===== config.mk =====
export PLATFORM = sky130hd
export DESIGN_NAME = aud_serial_rx
export DESIGN_NICKNAME = d
export VERILOG_FILES = /design/src/rtl/aud_rx_pkg.sv /design/src/rtl/aud_rx_edges.sv /design/src/rtl/aud_rx_shift.sv /design/src/rtl/aud_serial_rx.sv
export SDC_FILE = /design/constraint.sdc
export NUM_CORES = 1
export LEC_CHECK = 0
export BUFFER_PORTS_ARGS = -buffer_cell sky130_fd_sc_hd__buf_2
export CAP_MARGIN = 40
export CORE_MARGIN = 4
export CORE_UTILIZATION = 29
export CTS_BUF_LIST = sky130_fd_sc_hd__clkbuf_16
export CTS_CLUSTER_DIAMETER = 100
export DETAILED_ROUTE_END_ITERATION = 16
export GPL_TIMING_DRIVEN = 0
export SLEW_MARGIN = 0
export SYNTH_ARGS = -nofsm -noshare
export SYNTH_HDL_FRONTEND = slang
export SYNTH_SLANG_ARGS = --single-unit

===== constraint.sdc =====
create_clock -name clk -period 2.3 [get_ports clk]
set_input_delay 0.115 -clock clk [delete_from_list [all_inputs] [get_ports clk]]
set_output_delay 0.115 -clock clk [all_outputs]
set_load 0.05 [all_outputs]

===== src/rtl/aud_rx_pkg.sv =====
package aud_rx_pkg;

  localparam int OUT_W = 20;

  typedef enum logic [2:0] {
    FMT_RJ16    = 3'd0,
    FMT_RJ18    = 3'd1,
    FMT_RJ20    = 3'd2,
    FMT_LJ_FALL = 3'd3,
    FMT_LJ_RISE = 3'd4,
    FMT_DLY16   = 3'd5,
    FMT_DLY20   = 3'd6,
    FMT_CAL     = 3'd7
  } fmt_e;

  // number of significant bits carried by one channel word
  function automatic int word_bits(fmt_e f, int dw);
    case (f)
      FMT_RJ16, FMT_DLY16: return dw - 4;
      FMT_RJ18:            return dw - 2;
      default:             return dw;
    endcase
  endfunction

  function automatic logic is_rj(fmt_e f);
    return (f == FMT_RJ16) || (f == FMT_RJ18) || (f == FMT_RJ20);
  endfunction

  // one-bit-delayed framing with inverted channel polarity
  function automatic logic is_dly(fmt_e f);
    return (f == FMT_DLY16) || (f == FMT_DLY20);
  endfunction

  function automatic logic latch_on_fall(fmt_e f);
    return f == FMT_LJ_FALL;
  endfunction

endpackage


===== src/rtl/aud_rx_edges.sv =====
module aud_rx_edges (
  input  logic clk,
  input  logic rst_n,
  input  logic bck,
  input  logic lrck,
  output logic bck_rise,
  output logic bck_fall,
  output logic lr_chg
);
  logic bck_q, lr_q, primed;

  always_ff @(posedge clk) begin
    if (!rst_n) begin
      bck_q  <= 1'b0;
      lr_q   <= 1'b0;
      primed <= 1'b0;
    end else begin
      bck_q  <= bck;
      lr_q   <= lrck;
      primed <= 1'b1;
    end
  end

  // no edges are reported until one valid history sample exists
  assign bck_rise = primed & bck & ~bck_q;
  assign bck_fall = primed & ~bck & bck_q;
  assign lr_chg   = primed & (lrck ^ lr_q);
endmodule


===== src/rtl/aud_rx_shift.sv =====
module aud_rx_shift
  import aud_rx_pkg::*;
#(
  parameter int DW = 20
) (
  input  logic          clk,
  input  logic          rst_n,
  input  logic          restart,
  input  logic          latch,
  input  logic          sd,
  input  fmt_e          fmt,
  output logic [DW-1:0] shreg
);
  localparam int CW = $clog2(DW + 2) + 1;

  logic [CW-1:0] cnt;
  int            off, nb;
  logic          take;

  always_comb begin
    off = is_dly(fmt) ? 1 : 0;
    nb  = word_bits(fmt, DW);
    // right-aligned formats shift every bit, the low bits keep the newest
    take = is_rj(fmt) || ((int'(cnt) >= off) && (int'(cnt) < off + nb));
  end

  always_ff @(posedge clk) begin
    if (!rst_n) begin
      shreg <= '0;
      cnt   <= '0;
    end else if (restart) begin
      shreg <= '0;
      cnt   <= '0;
    end else if (latch) begin
      if (cnt != '1) cnt <= cnt + 1'b1;
      if (take) shreg <= {shreg[DW-2:0], sd};
    end
  end
endmodule


===== src/rtl/aud_serial_rx.sv =====
module aud_serial_rx
  import aud_rx_pkg::*;
#(
  parameter int DW = aud_rx_pkg::OUT_W
) (
  input  logic          clk,
  input  logic          rst_n,
  input  logic          bck,
  input  logic          lrck,
  input  logic          sdata,
  input  logic [2:0]    fmt_sel,
  output logic [DW-1:0] left_o,
  output logic [DW-1:0] right_o,
  output logic          pair_valid,
  output logic          cal_req
);
  logic          bck_rise, bck_fall, lr_chg;
  logic          latch, lr_left_now, frame_start;
  logic          armed, have_left;
  fmt_e          fmt_act;
  logic [DW-1:0] shreg, left_hold, word_done;

  function automatic logic [DW-1:0] sext(input logic [DW-1:0] raw, input int n);
    logic [DW-1:0] r;
    logic          sb;
    sb = 1'b0;
    for (int i = 0; i < DW; i++)
      if (i == n - 1) sb = raw[i];
    r = raw;
    for (int i = 0; i < DW; i++)
      if (i >= n) r[i] = sb;
    return r;
  endfunction

  aud_rx_edges u_edges (
    .clk(clk), .rst_n(rst_n), .bck(bck), .lrck(lrck),
    .bck_rise(bck_rise), .bck_fall(bck_fall), .lr_chg(lr_chg)
  );

  assign latch       = latch_on_fall(fmt_act) ? bck_fall : bck_rise;
  assign lr_left_now = is_dly(fmt_act) ? ~lrck : lrck;
  assign frame_start = lr_chg & lr_left_now;
  assign word_done   = sext(shreg, word_bits(fmt_act, DW));

  aud_rx_shift #(.DW(DW)) u_shift (
    .clk(clk), .rst_n(rst_n), .restart(lr_chg), .latch(latch),
    .sd(sdata), .fmt(fmt_act), .shreg(shreg)
  );

  always_ff @(posedge clk) begin
    if (!rst_n) begin
      fmt_act    <= FMT_RJ16;
      armed      <= 1'b0;
      have_left  <= 1'b0;
      left_hold  <= '0;
      left_o     <= '0;
      right_o    <= '0;
      pair_valid <= 1'b0;
      cal_req    <= 1'b0;
    end else begin
      pair_valid <= 1'b0;
      cal_req    <= (fmt_sel == 3'd7);
      if (!armed || frame_start) fmt_act <= fmt_e'(fmt_sel);
      if (lr_chg) armed <= 1'b1;
      if (lr_chg && armed) begin
        if (!lr_left_now) begin
          left_hold <= word_done;
          have_left <= 1'b1;
        end else begin
          have_left <= 1'b0;
          if (have_left && fmt_act != FMT_CAL) begin
            left_o     <= left_hold;
            right_o    <= word_done;
            pair_valid <= 1'b1;
          end
        end
      end
    end
  end
endmodule


==> results of run 1 <==
power breakdown:
group          switching [mW]  internal (mW)
Clock                   0.639          0.843
Sequential            0.00927           1.67
Combinational           0.121         0.0786
Total                   0.770           2.59
cells in the mapped netlist (4+ instances only):
library cell / count
ha_1: 4
nand2_1: 48
dfxtp_1: 96
and2_1: 4
o21ai_0: 36
nand3b_1: 4
nor2_1: 28
nor2b_1: 22
o21ai_1: 5
and3_1: 4
nand3_1: 42
clkbuf_1: 14
buf_6: 6
inv_1: 11
buf_2: 6
xor2_1: 4
mux2i_1: 45
worst register-to-register path: cells and delay by family (launching register included):
family	cells	cell delay, ns
flip-flops	1	0.32
buffers and inverters	4	0.48
AO/OA/AOI/OAI	2	0.35
AND/OR/NAND/NOR	3	0.53
adder cells (fa/ha/maj)	1	0.26
multiplexers	1	0.21
flip-flops by register name, summed over array words and instances, names as in the netlist:
name and cells:
right_o 20, armed 1, have_left 1, pair_valid 1, u_edges.bck_q 1, u_edges.primed 1, u_edges.lr_q 1, fmt_act 3
left_hold 20, u_shift.shreg 20, left_o 20, cal_req 1, u_shift.cnt 6
per-layer routing:
| metal | vias to the layer above | part of all wire [%] |
|---|---|---|
| met5 | - | 0 |
| met2 | 57 | 45 |
| met4 | 0 | 1.2 |
| met3 | 10 | 4.6 |
| li1 | 1558 | - |
| met1 | 1458 | 49 |
cell families after synthesis:
family	count (synthesis)	share of synthesized area [%]
AO/OA/AOI/OAI	62	9.92
adder cells (fa/ha/maj)	4	1.29
XOR/XNOR	7	1.58
buffers and inverters	41	5.53
AND/OR/NAND/NOR	163	20.4
flip-flops	96	49.6
multiplexers	45	11.6
through the flow:
step / TNS, ns / cells / worst slack (ns) / util [%] / power [mW]
detailed placement: -2.12 / 639 / -0.123 / 33.8 / 1.90
floorplan: 0 / 418 / 0.118 / - / 1.85
CTS: 0 / 660 / 0.00590 / 36.6 / 3.39
finish: 0 / 660 / 0.0305 / 36.9 / 3.36
global placement: -0.966 / 639 / -0.0630 / 33.8 / 1.89
global route: -0.514 / 660 / -0.0601 / 36.9 / 3.49
final cells by class:
class,instances,area [sq um],area share (%)
flip-flops and latches,96,1920,40.7
multi-input cells,281,1760,37.3
repair buffers,54,293,6.19
clock buffers,9,225,4.76
well taps,172,215,4.55
plain buffers,30,201,4.26
clock inverters,7,68.8,1.45
inverters,11,41.3,0.872
repair_timing:
action / in CTS / in global routing
hold buffers: 1 / 0
gates resized for setup: 10 / 14
hold endpoints to repair: 1 / 0
pin swaps: 0 / 8
endpoints found under the setup margin: 20 / 26
cloned: 2 / 0
buffers inserted: 2 / 0
how the worst max path moves through the flow:
stage,end,slack [ns],depth (start not counted)
after floorplan,u_shift.shreg[0]$_SDFFE_PP0P_,0.12,9
after global routing,u_shift.shreg[16]$_SDFFE_PP0P_,-0.06,11
after global placement,u_shift.shreg[18]$_SDFFE_PP0P_,-0.06,10
after detailed placement,u_shift.shreg[14]$_SDFFE_PP0P_,-0.12,10
final,u_shift.shreg[17]$_SDFFE_PP0P_,0.03,11
after CTS,u_shift.shreg[6]$_SDFFE_PP0P_,0.006,10
==> report_table.html, run 1 <==
<table>
<tr><th>Metric</th><th>Value</th></tr>
<tr><th colspan="2">Logic synthesis</th></tr>
<tr><td>Number of distinct library cell variants in the gate-level netlist after synthesis</td><td>41</td></tr>
<tr><td>Yosys synthesis warning count</td><td>0</td></tr>
<tr><td>Post-Syn Instances</td><td>418</td></tr>
<tr><td>Number of nets in the synthesized netlist</td><td>430</td></tr>
<tr><td>Most area-consuming cells after synthesis</td><td>dfxtp_1, mux2i_1, nand3_1</td></tr>
<tr><td>Yosys top cell area share</td><td>49.6%</td></tr>
<tr><td>Syn avg cell area</td><td>9.26 sq um</td></tr>
<tr><td>Main flop type after synthesis</td><td>dfxtp_1</td></tr>
<tr><td>Ys async rst share</td><td>0%</td></tr>
<tr><td>Number of synthesized flops with an enable pin</td><td>0</td></tr>
<tr><td>Area of the mapped netlist</td><td>around 3900 sq um</td></tr>
<tr><td>#FFs+latches synth</td><td>96</td></tr>
<tr><td>Post-synthesis sequential area ratio</td><td>between 40% and 50%</td></tr>
<tr><td>Largest area contributor in the netlist</td><td>dfxtp_1</td></tr>
<tr><th colspan="2">Global route</th></tr>
<tr><td>Global-route track usage on met1</td><td>17.9%</td></tr>
<tr><td>Maximum number of pins on one net before global-route repair</td><td>17</td></tr>
<tr><td>Vias in the first global route</td><td>3,068</td></tr>
<tr><td>Global-route wire length before repair</td><td>between 15 and 20 mm</td></tr>
<tr><td>Remaining global-route overflow</td><td>0</td></tr>
<tr><td>Met3 usage in global routing</td><td>3.39%</td></tr>
<tr><td>Overall track demand over capacity in global routing</td><td>between 10% and 20%</td></tr>
<tr><td>Gr busiest metal</td><td>met2</td></tr>
<tr><td>Number of antenna violations at the first check in global routing</td><td>0</td></tr>
<tr><td>Met2 usage in global routing</td><td>around a fifth</td></tr>
<tr><th colspan="2">Clock network</th></tr>
<tr><td>Maximum buffer depth of the clock tree</td><td>2</td></tr>
<tr><td>Clock-pin slew on the worst setup and hold paths</td><td>0.06 ns</td></tr>
<tr><td>H-Tree Level Count</td><td>3</td></tr>
<tr><td>Sink Count</td><td>96</td></tr>
<tr><td>Number of buffers created by CTS</td><td>9</td></tr>
<tr><td>CTS root buffer</td><td>clkbuf_16</td></tr>
<tr><td>Clock tree from TritonCTS</td><td>yes</td></tr>
<tr><td>Clk Latency, worst-skew pair</td><td>0.34 ns</td></tr>
<tr><th colspan="2">Drt</th></tr>
<tr><td>Detailed-route via count</td><td>3,083</td></tr>
<tr><td>Drt drc</td><td>0</td></tr>
<tr><td>Number of nets still failing antenna checks after routing</td><td>0</td></tr>
<tr><td>DRT Wirelength</td><td>9.31 mm</td></tr>
<tr><td>DR WL/cell</td><td>around 14 um</td></tr>
<tr><td>Detailed Routing Iterations Pass 1</td><td>4</td></tr>
<tr><td>Post-DR vias/cell</td><td>4.67</td></tr>
<tr><td>Starting DRC count in detailed routing</td><td>~140</td></tr>
<tr><th colspan="2">Timing</th></tr>
<tr><td>Max Clock Skew</td><td>roughly 0.0095 ns</td></tr>
<tr><td>Highest Clock Rate</td><td>between 400 and 500 MHz</td></tr>
<tr><td>Worst relative slew slack</td><td>between 50% and 60%</td></tr>
<tr><td>Final count of negative-setup-slack endpoints</td><td>0</td></tr>
<tr><td>Transition time at the pin with the least slew margin</td><td>0.662 ns</td></tr>
<tr><td>RSZ-0062 raised after global routing</td><td>yes</td></tr>
<tr><td>Portion of the clock cycle consumed by the worst path in the final layout</td><td>98.7%</td></tr>
<tr><td>Min Hold Slack</td><td>0.00969 ns</td></tr>
<tr><td>Min cycle time layout</td><td>2.27 ns</td></tr>
<tr><td>Final count of pins violating max slew</td><td>0</td></tr>
<tr><td>Number of hold-slack violations in the final timing report</td><td>0</td></tr>
<tr><th colspan="2">Critical path</th></tr>
<tr><td>Maximum fanout along the worst path</td><td>5</td></tr>
<tr><td>CP Class</td><td>reg2reg</td></tr>
<tr><td>CP Cell Sequence</td><td>buf_6 &gt; inv_2 &gt; or3_4 &gt; ha_4 &gt; nand3b_1 &gt; a211o_1 &gt; o211ai_1 &gt; buf_4 &gt; buf_6 &gt; mux2i_1 &gt; nor2_1</td></tr>
<tr><td>Depth of the worst register-to-register path</td><td>11</td></tr>
<tr><td>Most repeated library cell on the critical path</td><td>buf_6</td></tr>
<tr><td>Launch point of the worst reg-to-reg path</td><td>fmt_act[0]$_SDFFE_PN0P_</td></tr>
<tr><td>R2r setup slk</td><td>0.03 ns</td></tr>
<tr><td>Arr. time, crit path</td><td>2.49 ns</td></tr>
<tr><td>Crit. Startpoint</td><td>fmt_act[0]$_SDFFE_PN0P_</td></tr>
<tr><td>Buffering stage count on the worst path with inverters included</td><td>4</td></tr>
<tr><td>CP required</td><td>around 2.5 ns</td></tr>
<tr><td>Reg2Reg Capture Point</td><td>u_shift.shreg[17]$_SDFFE_PP0P_</td></tr>
<tr><td>Top delay family on crit path</td><td>simple AND/OR/NAND/NOR gates</td></tr>
<tr><td>Crit start category</td><td>flip-flop</td></tr>
<tr><td>Worst Setup End Kind</td><td>flip-flop</td></tr>
<tr><td>CP max stage delay</td><td>0.39 ns</td></tr>
<tr><td>Cell with the largest stage delay on the worst path</td><td>or3_4</td></tr>
<tr><th colspan="2">Layout</th></tr>
<tr><td>Net count of the finished layout</td><td>495</td></tr>
<tr><td>Final Instance Area</td><td>4730 sq um</td></tr>
<tr><td>Highest-count cells in the layout ignoring fill and taps</td><td>dfxtp_1, buf_2, nand2_1</td></tr>
<tr><td>Fill cell instance count of the final layout</td><td>1,324</td></tr>
<tr><td># diodes</td><td>0</td></tr>
<tr><td>Share of final-layout standard cells stronger than drive strength 1</td><td>around a fifth</td></tr>
<tr><td>Area grow syn2layout</td><td>22.3%</td></tr>
<tr><td>Commonest non-fill, non-tap cell in the layout</td><td>dfxtp_1</td></tr>
<tr><th colspan="2">Worst hold path</th></tr>
<tr><td>Worst hold endpoint</td><td>u_edges.bck_q$_SDFF_PN0_</td></tr>
<tr><td>Class of the most critical hold timing path</td><td>in2reg</td></tr>
<tr><td>Worst min-delay path startpoint</td><td>bck</td></tr>
<tr><td>Worst hold stages</td><td>2</td></tr>
<tr><th colspan="2">Pwr</th></tr>
<tr><td>Static power due to leakage</td><td>a little over 2 nW</td></tr>
<tr><td>Peak ir drop on the vdd network</td><td>0.417 mV</td></tr>
<tr><td>Power Dens Cells</td><td>711 nW/um^2</td></tr>
<tr><th colspan="2">Floorplan</th></tr>
<tr><td>Floorplan die width</td><td>124 um</td></tr>
<tr><td>Starting utilization of the core area</td><td>between 30 and 40%</td></tr>
<tr><td>Row count</td><td>41</td></tr>
<tr><td>Floorplan die height</td><td>124 um</td></tr>
<tr><td>Die Outline Area</td><td>15,300 sq um</td></tr>
<tr><td>Core outline area</td><td>12,800 sq um</td></tr>
<tr><td>Number of ports placed on the die boundary</td><td>50</td></tr>
<tr><th colspan="2">Flow run</th></tr>
<tr><td>Max Cap Violations</td><td>0</td></tr>
<tr><th colspan="2">Placed design</th></tr>
<tr><td>Instance area at placement</td><td>4330 sq um</td></tr>
<tr><td>Final weighted congestion of routability-driven global placement</td><td>0.817</td></tr>
<tr><td>Count of input and output buffers</td><td>49</td></tr>
<tr><td>Estimated wirelength of the detail-placed design</td><td>6.63 mm</td></tr>
<tr><th colspan="2">Status</th></tr>
<tr><td>Run status</td><td>complete, no violations</td></tr>
</table>
Note: power is estimated with default switching activity, not from simulation.
==> run 2, diff against run 1 <==
CELL_PAD_IN_SITES_DETAIL_PLACEMENT = 2   (was not set)
CELL_PAD_IN_SITES_GLOBAL_PLACEMENT = 2   (was not set)
CORE_ASPECT_RATIO = 1.4   (was not set)
PLACE_DENSITY_LB_ADDON = 0.1   (was not set)
==> run 2 against run 1 <==
Effect of this change: cell count up 1.8%; combinational power up 15%; wire length up 27%; clock skew down 0.0039 ns; clock power down 6%; final area up 1.0%; sequential share of layout area down 0.40 points; critical path depth unchanged; global-route usage up 3.1 points; maximum frequency down 0.32%; largest power group unchanged.
==> report_table.html, run 2 (synthesis results as in run 1) <==
<table>
<tr><th>Metric</th><th>Value</th></tr>
<tr><th colspan="2">Global route</th></tr>
<tr><td>Overall track demand over capacity in global routing</td><td>16.3% (+3.1 points)</td></tr>
<tr><td>Maximum number of pins on one net before global-route repair</td><td>16 (-1)</td></tr>
<tr><td>Global-route wire length before repair</td><td>19.1 mm (+22%)</td></tr>
<tr><td>Vias in the first global route</td><td>3,504 (+14%)</td></tr>
<tr><td>Remaining global-route overflow</td><td>0 (unchanged)</td></tr>
<tr><td>Number of antenna violations at the first check in global routing</td><td>0 (unchanged)</td></tr>
<tr><th colspan="2">Timing</th></tr>
<tr><td>Worst relative slew slack</td><td>54.8% (-0.96 points)</td></tr>
<tr><td>Min cycle time layout</td><td>2.28 ns (+0.00721 ns)</td></tr>
<tr><td>RSZ-0062 raised after global routing</td><td>yes</td></tr>
<tr><td>Worst setup slack after layout</td><td>0.0233 ns (-0.00721 ns)</td></tr>
<tr><td>Number of hold-slack violations in the final timing report</td><td>0 (unchanged)</td></tr>
<tr><td>Highest Clock Rate</td><td>439 MHz (-0.32%)</td></tr>
<tr><td>Final count of pins violating max slew</td><td>0 (unchanged)</td></tr>
<tr><td>Final count of negative-setup-slack endpoints</td><td>0 (unchanged)</td></tr>
<tr><td>Portion of the clock cycle consumed by the worst path in the final layout</td><td>99.0% (+0.31 points)</td></tr>
<tr><td>Transition time at the pin with the least slew margin</td><td>0.678 ns (+0.0165 ns)</td></tr>
<tr><td>Max Clock Skew</td><td>0.00563 ns (-0.00390 ns)</td></tr>
<tr><th colspan="2">Clock network</th></tr>
<tr><td>Sink Count</td><td>96 (unchanged)</td></tr>
<tr><td>Clock-pin slew on the worst setup and hold paths</td><td>0.07 ns (about the same)</td></tr>
<tr><td>Clock tree from TritonCTS</td><td>yes</td></tr>
<tr><td>Clk Latency, worst-skew pair</td><td>0.35 ns (about the same)</td></tr>
<tr><td>Number of buffers created by CTS</td><td>9 (unchanged)</td></tr>
<tr><td>H-Tree Level Count</td><td>3 (unchanged)</td></tr>
<tr><td>CTS root buffer</td><td>clkbuf_16</td></tr>
<tr><td>Maximum buffer depth of the clock tree</td><td>2 (unchanged)</td></tr>
<tr><th colspan="2">Layout</th></tr>
<tr><td>Share of final-layout standard cells stronger than drive strength 1</td><td>21.3% (+1.6 points)</td></tr>
<tr><td>Count of non-filler cells in the finished layout</td><td>672 (+1.8%)</td></tr>
<tr><td>Highest-count cells in the layout ignoring fill and taps</td><td>dfxtp_1, buf_2, nand2_1</td></tr>
<tr><td>Net count of the finished layout</td><td>502 (+1.4%)</td></tr>
<tr><td># diodes</td><td>0 (unchanged)</td></tr>
<tr><td>Area grow syn2layout</td><td>23.5%</td></tr>
<tr><td>Fill cell instance count of the final layout</td><td>1,457 (+10%)</td></tr>
<tr><td>Commonest non-fill, non-tap cell in the layout</td><td>dfxtp_1</td></tr>
<tr><th colspan="2">Pwr</th></tr>
<tr><td>Power Dens Cells</td><td>692 nW/um^2 (-2.7%)</td></tr>
<tr><td>Static power due to leakage</td><td>2.08 nW (+0.76%)</td></tr>
<tr><td>Peak ir drop on the vdd network</td><td>0.425 mV (+1.9%)</td></tr>
<tr><th colspan="2">Critical path</th></tr>
<tr><td>Crit start category</td><td>flip-flop</td></tr>
<tr><td>CP required</td><td>2.51 ns (about the same)</td></tr>
<tr><td>CP Class</td><td>reg2reg</td></tr>
<tr><td>Worst Setup End Kind</td><td>flip-flop</td></tr>
<tr><td>Arr. time, crit path</td><td>2.48 ns (about the same)</td></tr>
<tr><td>Maximum fanout along the worst path</td><td>5 (unchanged)</td></tr>
<tr><th colspan="2">Placed design</th></tr>
<tr><td>Placed insts</td><td>645 (+0.94%)</td></tr>
<tr><td>Estimated wirelength of the detail-placed design</td><td>8.35 mm (+26%)</td></tr>
<tr><td>Count of input and output buffers</td><td>49 (unchanged)</td></tr>
<tr><td>Pre-CTS worst setup slack</td><td>-0.195 ns (-0.0719 ns)</td></tr>
<tr><td>Final weighted congestion of routability-driven global placement</td><td>0.745 (-8.8%)</td></tr>
<tr><th colspan="2">Drt</th></tr>
<tr><td>Detailed-route via count</td><td>3,202 (+3.9%)</td></tr>
<tr><td>Detailed Routing Iterations Pass 1</td><td>4 (unchanged)</td></tr>
<tr><td>DR WL/cell</td><td>17.6 um (+25%)</td></tr>
<tr><td>DRT Wirelength</td><td>11.9 mm (+27%)</td></tr>
<tr><td>Number of nets still failing antenna checks after routing</td><td>0 (unchanged)</td></tr>
<tr><td>Drt drc</td><td>0 (unchanged)</td></tr>
<tr><td>Post-DR vias/cell</td><td>4.76 (+2.0%)</td></tr>
<tr><td>Starting DRC count in detailed routing</td><td>51 (-63%)</td></tr>
<tr><th colspan="2">Floorplan</th></tr>
<tr><td>Floorplan die height</td><td>145 um (+17%)</td></tr>
<tr><td>Number of ports placed on the die boundary</td><td>50 (unchanged)</td></tr>
<tr><td>Floorplan die width</td><td>106 um (-14%)</td></tr>
<tr><td>Die Outline Area</td><td>15,300 sq um (+0.17%)</td></tr>
<tr><td>Core outline area</td><td>12,900 sq um (+0.87%)</td></tr>
<tr><td>Starting utilization of the core area</td><td>29.9% (-0.26 points)</td></tr>
<tr><td>Row count</td><td>49 (+20%)</td></tr>
<tr><th colspan="2">Flow run</th></tr>
<tr><td>Max Cap Violations</td><td>0 (unchanged)</td></tr>
<tr><th colspan="2">Status</th></tr>
<tr><td>Run status</td><td>complete, no violations</td></tr>
<tr><th colspan="2">Worst hold path</th></tr>
<tr><td>Class of the most critical hold timing path</td><td>in2reg</td></tr>
</table>
run 2: stage by stage:
| stage | TNS, ns | util (%) | hold slack (ns) | cell area (sq um) | power, mW |
|---|---|---|---|---|---|
| 2_1_floorplan | 0 | - | 0.143 | 3870 | 1.85 |
| 3_3_place_gp | -2.39 | 33.5 | 0.232 | 4340 | 1.91 |
| 3_5_place_dp | -3.48 | 33.5 | 0.234 | 4340 | 1.91 |
| 6_report | 0 | 37.0 | 0.0369 | 4780 | 3.31 |
| 5_1_grt | -1.67 | 37.0 | 0.0490 | 4780 | 3.46 |
| 4_1_cts | 0 | 36.6 | 0.0176 | 4730 | 3.35 |
run 2: repair_timing:
action                                  in CTS  in global routing
cloned                                       2                  0
hold buffers                                 2                  0
setup buffers                                7                  1
pin swaps                                    1                  3
endpoints found under the setup margin      30                 20
endpoints found under the hold margin        2                  0
gates resized for setup                     16                 11
run 2: where the power goes:
| group | internal [mW] | leakage (nW) | switching (mW) |
|---|---|---|---|
| clock network | 0.724 | 0.131 | 0.669 |
| registers | 1.67 | 0.776 | 0.00991 |
| logic | 0.0907 | 1.17 | 0.140 |
run 2: cell type report:
cell class | count | area (sq um) | area share, %
flip-flops and latches | 96 | 1920 | 40.3
repair buffers | 61 | 348 | 7.28
plain buffers | 30 | 208 | 4.34
multi-input cells | 281 | 1770 | 37.1
well taps | 178 | 223 | 4.66
clock buffers | 9 | 225 | 4.71
clock inverters | 6 | 36.3 | 0.759
inverters | 11 | 43.8 | 0.916
run 2: metal layers:
metal	vias up	global-route usage (%)	routed length (um)
li1	1563	-	-
met3	10	2.57	243
met5	-	0	0
met1	1597	19.0	5220
met2	32	30.3	6210
met4	0	6.00	178
run 2: path summary, 6_finish.rpt:
path                                 start                              to  slack (ns)  cells after the start
setup / recovery   fmt_act[0]$_SDFFE_PN0P_  u_shift.shreg[12]$_SDFFE_PP0P_        0.02                     11
hold / removal                  fmt_sel[1]              cal_req$_SDFF_PN0_        0.04                      2
setup reg to reg   fmt_act[0]$_SDFFE_PN0P_  u_shift.shreg[12]$_SDFFE_PP0P_        0.02                     11
hold reg to reg   right_o[10]$_SDFFE_PN0P_        right_o[10]$_SDFFE_PN0P_        0.45                      2
run 2: critical path: stages, from the launching register on:
cell	delay, ns
dfxtp_2	0.33
buf_6	0.12
inv_4	0.03
or3_1	0.35
ha_1	0.28
nand3b_1	0.07
a211o_1	0.26
o211ai_1	0.09
buf_4	0.19
buf_8	0.14
mux2i_2	0.21
nor2_1	0.06
